## src/rtl/gbus_pkg.sv

```systemverilog
package gbus_pkg;
  typedef enum logic {
    FORM_AND_ONE = 1'b0,
    FORM_OR_ZERO = 1'b1
  } bus_form_e;
endpackage

```

## src/rtl/gbus_src_gate.sv

```systemverilog
module gbus_src_gate
  import gbus_pkg::*;
#(
  parameter int        WIDTH = 8,
  parameter bus_form_e FORM  = FORM_AND_ONE
) (
  input  logic [WIDTH-1:0] word_in,
  input  logic             off,
  output logic [WIDTH-1:0] word_out
);
  generate
    if (FORM == FORM_AND_ONE) begin : g_park_high
      assign word_out = word_in | {WIDTH{off}};
    end else begin : g_park_low
      assign word_out = word_in & {WIDTH{~off}};
    end
  endgenerate
endmodule

```

## src/rtl/gbus_merge.sv

```systemverilog
module gbus_merge
  import gbus_pkg::*;
#(
  parameter int        N_SRC = 12,
  parameter int        WIDTH = 8,
  parameter bus_form_e FORM  = FORM_AND_ONE
) (
  input  logic [N_SRC*WIDTH-1:0] gated,
  output logic [WIDTH-1:0]       merged
);
  function automatic logic [WIDTH-1:0] fold(input logic [N_SRC*WIDTH-1:0] g);
    logic [WIDTH-1:0] acc;
    acc = (FORM == FORM_AND_ONE) ? {WIDTH{1'b1}} : {WIDTH{1'b0}};
    for (int i = 0; i < N_SRC; i++) begin
      if (FORM == FORM_AND_ONE) acc = acc & g[i*WIDTH +: WIDTH];
      else                      acc = acc | g[i*WIDTH +: WIDTH];
    end
    return acc;
  endfunction

  assign merged = fold(gated);
endmodule

```

## src/rtl/gbus_monitor.sv

```systemverilog
module gbus_monitor #(
  parameter int N_SRC = 12
) (
  input  logic             clk,
  input  logic             rst,
  input  logic [N_SRC-1:0] drive_en,
  output logic             multi,
  output logic             none,
  output logic             multi_q
);
  logic seen_one, seen_two;

  always_comb begin
    seen_one = 1'b0;
    seen_two = 1'b0;
    for (int i = 0; i < N_SRC; i++) begin
      seen_two = seen_two | (seen_one & drive_en[i]);
      seen_one = seen_one | drive_en[i];
    end
  end

  assign multi = seen_two;
  assign none  = ~seen_one;

  always_ff @(posedge clk) begin
    if (rst) multi_q <= 1'b0;
    else     multi_q <= multi;
  end

  // contention only with at least two drivers
  a_r5_multi_count: assert property (@(posedge clk) disable iff (rst)
    multi |-> ($countones(drive_en) > 1));
  // idle only with no drivers
  a_r6_none_zero: assert property (@(posedge clk) disable iff (rst)
    none |-> ($countones(drive_en) == 0));
  // registered copy tracks the flag
  a_r8_multi_reg: assert property (@(posedge clk) disable iff (rst)
    multi |=> multi_q);
  a_r8_multi_src: assert property (@(posedge clk) disable iff (rst)
    !multi |=> !multi_q);
endmodule

```

## src/rtl/gbus_top.sv

```systemverilog
module gbus_top
  import gbus_pkg::*;
#(
  parameter int        N_SRC = 12,
  parameter int        WIDTH = 8,
  parameter bus_form_e FORM  = FORM_AND_ONE
) (
  input  logic                   clk,
  input  logic                   rst,
  input  logic [N_SRC*WIDTH-1:0] src_data,
  input  logic [N_SRC-1:0]       src_dis,
  input  logic                   bus_release,
  output logic [WIDTH-1:0]       bus_out,
  output logic                   contention,
  output logic                   contention_q,
  output logic                   idle
);
  localparam logic [WIDTH-1:0] PARK = (FORM == FORM_AND_ONE) ? {WIDTH{1'b1}} : {WIDTH{1'b0}};

  logic [N_SRC-1:0]       eff_off;
  logic [N_SRC-1:0]       drive_en;
  logic [N_SRC*WIDTH-1:0] gated;

  assign eff_off  = src_dis | {N_SRC{bus_release}};
  assign drive_en = ~eff_off;

  generate
    for (genvar k = 0; k < N_SRC; k++) begin : g_src
      gbus_src_gate #(.WIDTH(WIDTH), .FORM(FORM)) u_gate (
        .word_in  (src_data[k*WIDTH +: WIDTH]),
        .off      (eff_off[k]),
        .word_out (gated[k*WIDTH +: WIDTH])
      );
    end
  endgenerate

  gbus_merge #(.N_SRC(N_SRC), .WIDTH(WIDTH), .FORM(FORM)) u_merge (
    .gated  (gated),
    .merged (bus_out)
  );

  gbus_monitor #(.N_SRC(N_SRC)) u_mon (
    .clk      (clk),
    .rst      (rst),
    .drive_en (drive_en),
    .multi    (contention),
    .none     (idle),
    .multi_q  (contention_q)
  );

  // an idle bus shows the park value
  a_r1_idle_park: assert property (@(posedge clk) disable iff (rst)
    idle |-> (bus_out == PARK));
  // release wins over every disable pattern
  a_r4_release_idle: assert property (@(posedge clk) disable iff (rst)
    bus_release |-> (idle && !contention));
  // flags are exclusive
  a_r5_not_both: assert property (@(posedge clk) disable iff (rst)
    !(idle && contention));
endmodule

```

## config.mk

```make
export PLATFORM = sky130hd
export DESIGN_NAME = gbus_top
export DESIGN_NICKNAME = d
export VERILOG_FILES = /design/src/rtl/gbus_pkg.sv /design/src/rtl/gbus_src_gate.sv /design/src/rtl/gbus_merge.sv /design/src/rtl/gbus_monitor.sv /design/src/rtl/gbus_top.sv
export SDC_FILE = /design/constraint.sdc
export NUM_CORES = 1
export LEC_CHECK = 0
export BUFFER_PORTS_ARGS = -buffer_cell sky130_fd_sc_hd__buf_2
export CAP_MARGIN = 20
export CORE_MARGIN = 3
export CORE_UTILIZATION = 30
export CTS_BUF_LIST = sky130_fd_sc_hd__clkbuf_8 sky130_fd_sc_hd__clkbuf_16
export DETAILED_ROUTE_END_ITERATION = 6
export MAX_ROUTING_LAYER = met4
export PLACE_DENSITY = 0.88
export SLEW_MARGIN = 25
export SYNTH_ARGS = -nofsm -noshare
export SYNTH_HDL_FRONTEND = slang
export SYNTH_SLANG_ARGS = --single-unit
```

## constraint.sdc

```tcl
create_clock -name clk -period 2.5 [get_ports clk]
set_input_delay 0.375 -clock clk [delete_from_list [all_inputs] [get_ports clk]]
set_output_delay 0.375 -clock clk [all_outputs]
set_load 0.005 [all_outputs]
```

==> results of run 1 <==
[worst max-delay path by stage]
| stage | from | to | slack (ps) | cells after the start |
|---|---|---|---|---|
| after floorplan | src_dis[11] | contention | 1020 | 5 |
| after global placement | src_dis[5] | contention | 750 | 6 |
| after detailed placement | src_dis[5] | contention | 710 | 6 |
| after CTS | src_dis[5] | contention | 710 | 6 |
| after global routing | src_dis[4] | contention | 630 | 6 |
| final | src_dis[5] | contention | 700 | 6 |
[cell usage in the layout, fill, tap and decap left out]
cell type	count
nor2_1	25
a22oi_2	1
a21oi_2	1
and4_4	1
buf_2	121
a31o_2	8
and3_1	1
a41o_1	1
a311oi_2	1
maj3_2	1
and4_1	1
o22ai_1	48
maj3_1	2
and3_4	1
dfxtp_1	1
and4_2	1
nand3_1	1
nand2_1	2
nor3_1	1
nand4_1	2
[cell families (layout without fill, tap and decap cells)]
group / count (synthesis) / after routing
AO/OA/AOI/OAI: 60 / 60
AND/OR/NAND/NOR: 36 / 36
buffers and inverters: 13 / 121
adder cells (fa/ha/maj): 3 / 3
flip-flops: 1 / 1
[area by class of cell]
cell class | instances | area [um^2]
fill | 236 | 996.0
multi-input combinational | 99 | 619.3
timing repair buffer | 121 | 605.6
tap | 28 | 35.03
sequential | 1 | 20.02
[power breakdown]
part	switching, W	internal [W]	leakage [nW]
Clock	0	0	0
Sequential	0.000000213	0.0000175	0.00842
Combinational	0.000101	0.000118	0.662
Total	0.000101	0.000135	0.670
[worst max-delay path, stage by stage]
cell and delay (ps):
buf_2 220, and4_2 300, nand4_1 120, a22oi_2 200
nand2_1 80, buf_2 130
[Yosys cell counts, drive strengths merged]
| library cell | n | share of area [%] |
|---|---|---|
| nor3 | 1 | 0.67 |
| nand2 | 2 | 1.0 |
| a311oi | 1 | 2.0 |
| nor2 | 25 | 13 |
| clkbuf | 1 | 0.50 |
| buf | 12 | 13 |
| a41o | 1 | 1.3 |
| a31o | 8 | 9.4 |
| a21oi | 1 | 1.2 |
| and3 | 2 | 2.4 |
| a22oi | 1 | 1.7 |
| nand3 | 1 | 0.67 |
| nand4 | 2 | 1.7 |
| maj3 | 3 | 4.2 |
| o22ai | 48 | 40 |
| dfxtp | 1 | 2.7 |
| and4 | 3 | 4.0 |
[per-stage QoR]
step	util [%]	hold WS (ps)	instances	power [W]
2_1_floorplan	-	437.4	113	0.0001310
4_1_cts	56.24	538.5	249	0.0002352
3_5_place_dp	56.24	538.0	249	0.0002346
5_1_grt	56.24	550.6	249	0.0002582
3_3_place_gp	56.24	537.3	249	0.0002337
6_report	56.24	537.8	249	0.0002367
[layer usage]
layer	vias to the layer above	global-route usage [%]
met4	0	7.292
li1	683	-
met1	598	28.89
met2	91	42.06
met5	-	-
met3	12	4.640
==> results_dict.tcl, run 1 <==
set metrics [dict create \
    drcViolationCount 0 \
    area_delta_synth_final_pct 72.22 \
    p_leak_nw 0.6701 \
    core_um2 2276 \
    top_layer_used "met4" \
    dpl.hpwl_mm 3.366 \
    status "finished clean" \
    fin_crit_sh_pct 71.92 \
    fin_nets 334 \
    ant_nets 0 \
    setup_tns_ps 0 \
    wl_met3_um 380 \
    syn_avg_cell_area_um2 6.577 \
    totalWireLength_mm 4.047 \
    first_global_vias 1396 \
    fin_ws_ps 701.9 \
    top_regs "u_mon.multi_q: 1 flops" \
    rsz0062_at_grt "false" \
    hp-class "input port to flop" \
    std_cell_rows 17 \
    post_cts_buffers 0 \
    hp-start "rst" \
    min_to "u_mon.multi_q" \
    crit_type "input port to primary output" \
    die_width_um 55.78 \
    pre_cts_ws_ps 708.4 \
    maxSlewHeadroom_pct 81.64 \
    io_buffers 121 \
    num_vias 1384 \
    ios 122 \
    start_util_pct 32.66 \
    final-hold-violation-count 0 \
    end_kind "primary output" \
    synth_simple_gate_area_share_pct 23.06 \
    synth-seq-cells 1 \
    antenna_found_initial 0 \
    holdBufCountCts 0 \
    synth_compound_gate_area_share_pct 56.06 \
    top_register "u_mon.multi_q" \
    syn_inst 113 \
    synthMuxAreaShare_pct 0 \
    vias_per_cell 5.558 \
    arrival_ps 1420 \
    design_area_um2 1280 \
    critPathMaxFanout 11 \
    cp.required_ps 2120 \
    hold_depth 2 \
    wl_met1_mm 1.593 \
    worst_slew_pin_slew_ps 275.4 \
    grt_pass1_wl_mm 6.258 \
    start_kind "input port" \
    wl_met2_mm 1.968 \
    pwr_density_cell_nw_per_um2 184.9 \
    synth_top_family_by_area "compound AO/OA/AOI/OAI gates" \
    die_h_um 55.78 \
    ys_warn_count 0 \
    place_area_um2 1280 \
    synth_xor_area_share_pct 0 \
    n_antenna_cell 0 \
    period_minus_slack_ps 1798 \
    netlist_area_um2 743.2 \
    ys_seq_area_share_pct 2.694 \
    synth_fa_ha_area_share_pct 4.209 \
    drtIter0Drc 62 \
    max_freq_mhz 556.1 \
    yosys.cell_types.count 23 \
    syn_nets 224 \
    drive_gt1_share_pct 61.54 \
    grtUsageTotal_pct 24.53 \
    dr.pass1.iters 4 \
    largest_reg_flops 1 \
    dieArea_um2 3111 \
    maxSlewViolCount 0 \
    wire_per_inst_um 16.25 \
    drv_cap 0 \
    finalSetupViolCount 0 \
    ir_drop_mv 0.1089 \
    grt-ovfl-total 0 \
    cts_resized 0 \
    place_congestion 0.8829 \
    cts.reportedPaths.clkPinSlew_ps 0 \
    grt_start_max_net_pins 15 \
]
No activity file was read; power rests on OpenSTA's default activity.
==> run 2, diff against run 1 <==
- ABC_AREA: unset -> 1
- PLACE_DENSITY: 0.88 -> 0.82
- clock period: 2.5 -> 1.7 ns (I/O delays scaled with it)
==> run 2 against run 1 <==
  * Via count up 20%
  * Sequential power rose by 49%
  * Worst hold slack worse by 55 ps
  * Utilization rose by 14 points
  * Sequential share of layout area shrank 0.47 points
  * Synthesized cell count up 28%
  * Critical path type unchanged
  * Critical endpoint is now bus_out[5]
  * Largest cell class is now buffers
==> results_dict.tcl, run 2 <==
set metrics [dict create \
    status "finished clean" \
    arrival_ps 1410 \
    grt_pass1_wl_mm 6.451 \
    core_um2 2590 \
    yosysMostFrequentCell "o22ai_1" \
    n_antenna_cell 0 \
    final-hold-violation-count 0 \
    pwr_density_cell_nw_per_um2 266.1 \
    drv_cap 0 \
    start_util_pct 33.04 \
    seq_area_um2 20.02 \
    dieArea_um2 3530 \
    fin_nets 402 \
    async_reset_ff_share_pct 0 \
    netlist_area_um2 855.8 \
    drtIter0Drc 80 \
    die_h_um 59.41 \
    synthMuxAreaShare_pct 0 \
    crit_type "input port to primary output" \
    top_layer_used "met4" \
    wl_met1_mm 1.732 \
    yosys.cell_types.count 27 \
    end_kind "primary output" \
    ir_drop_mv 0.1728 \
    syn_nets 256 \
    dr.pass1.iters 4 \
    ant_nets 0 \
    maxSlewHeadroom_pct 83.64 \
    grt-ovfl-total 0 \
    num_vias 1659 \
    cp.required_ps 1440 \
    top_register "u_mon.multi_q" \
    synth_top_area_share_pct 25.58 \
    p_leak_nw 0.9900 \
    synth.top_cells.by_area "o22ai_1 (26%), or2_1 (8.8%), nor2_1 (6.1%)" \
    wl_met3_um 419 \
    period_minus_slack_ps 1668 \
    totalWireLength_mm 4.683 \
    synth_simple_gate_area_share_pct 47.66 \
    grt_start_max_net_pins 13 \
    synth_common_cells "o22ai_1 (35), nor2_1 (14), inv_1 (12), nand2_1 (12), or2_1 (12)" \
    syn_avg_cell_area_um2 5.902 \
    drive_gt1_share_pct 62.28 \
    finalPower_w 0.0004861 \
    drcViolationCount 0 \
    hold_ws_ps 482.7 \
    final_common_cell "buf_2" \
    synth_edf_count 0 \
    antenna_found_initial 0 \
    synth-seq-cells 1 \
    nFillCells 240 \
    grtUsageTotal_pct 23.71 \
    dpl.hpwl_mm 3.751 \
    hp-class "input port to flop" \
    area_delta_synth_final_pct 113.5 \
    std_cell_rows 18 \
    ys_seq_area_share_pct 2.339 \
    ios 122 \
    largest_reg_flops 1 \
    place_congestion 0.8826 \
    synth_flop_cell "dfxtp_1" \
    yosysTopAreaCell "o22ai_1" \
    maxSlewViolCount 0 \
    ys_warn_count 0 \
    synth_xor_area_share_pct 0 \
    cts.reportedPaths.clkPinSlew_ps 0 \
    synth_fa_ha_area_share_pct 0 \
    finalSetupViolCount 0 \
    top_regs "u_mon.multi_q: 1 flops" \
    first_global_vias 1487 \
    synth_top_family_by_area "simple AND/OR/NAND/NOR gates" \
    wire_per_inst_um 14.68 \
    multi_input_comb_area_um2 774.5 \
    worst_slew_pin_slew_ps 243.1 \
    syn_inst 145 \
    holdBufCountCts 0 \
    synth_compound_gate_area_share_pct 35.96 \
    vias_per_cell 5.201 \
    start_kind "input port" \
    wl_met2_mm 2.487 \
    fin_crit_sh_pct 98.10 \
    critPathMaxFanout 11 \
    max_freq_mhz 599.6 \
    final_cell_mix "buf_2 (119), o22ai_1 (35), buf_4 (27), nand2_1 (12)" \
    die_width_um 59.41 \
    io_buffers 121 \
    setup_tns_ps 0 \
]
-- run 2: path summary, 6_finish.rpt --
check / startpoint / end / slack (ps) / cells after the start
min: rst / u_mon.multi_q / 480 / 4
max: bus_release / bus_out[5] / 30 / 8
-- run 2: power breakdown --
part | total, W | switching, W | internal, W
sequential | 0.0000265 | 0.000000448 | 0.0000260
combinational | 0.000460 | 0.000196 | 0.000263
clock | 0 | 0 | 0
total | 0.000486 | 0.000197 | 0.000289
-- run 2: kinds of logic (layout without fill, tap and decap cells) --
group | after synthesis | count (layout)
AO/OA/AOI/OAI | 50 | 50
flip-flops | 1 | 1
buffers and inverters | 25 | 169
AND/OR/NAND/NOR | 69 | 69
-- run 2: cell type report --
type                    count  share of cell area (%)
inverters                  16                   3.288
flip-flops and latches      1                   1.096
well taps                  30                   2.055
repair buffers            153                   51.16
multi-input cells         119                   42.40
-- run 2: worst max-delay path, cell delays in order --
cell,delay (ps)
buf_12,110
or2_1,250
buf_12,150
or2_0,200
o21ai_1,110
nor4_2,50
nor3b_1,140
buf_2,130
-- run 2: per-layer routing --
metal  track usage, %  vias up
met5                -        -
met4            3.883        0
met3            1.961        6
met2            43.06       86
met1            28.48      744
li1                 -      823
-- run 2: what timing repair did --
item	CTS	global route
pin swaps	2	11
buffers inserted	2	6
gates cloned	0	1
endpoints found under the setup margin	8	9
resized for setup	7	15
endpoints found under the hold margin	0	0
-- run 2: metrics by stage --
stage	instance area, um^2	util, %	std cells	setup slack, ps
2_1_floorplan	855.8	-	145	255.1
3_3_place_gp	1662	64.15	310	-113.1
3_5_place_dp	1662	64.15	310	-128.4
4_1_cts	1700	65.65	312	0.6226
5_1_grt	1827	70.53	319	-39.98
6_report	1827	70.53	319	32.27
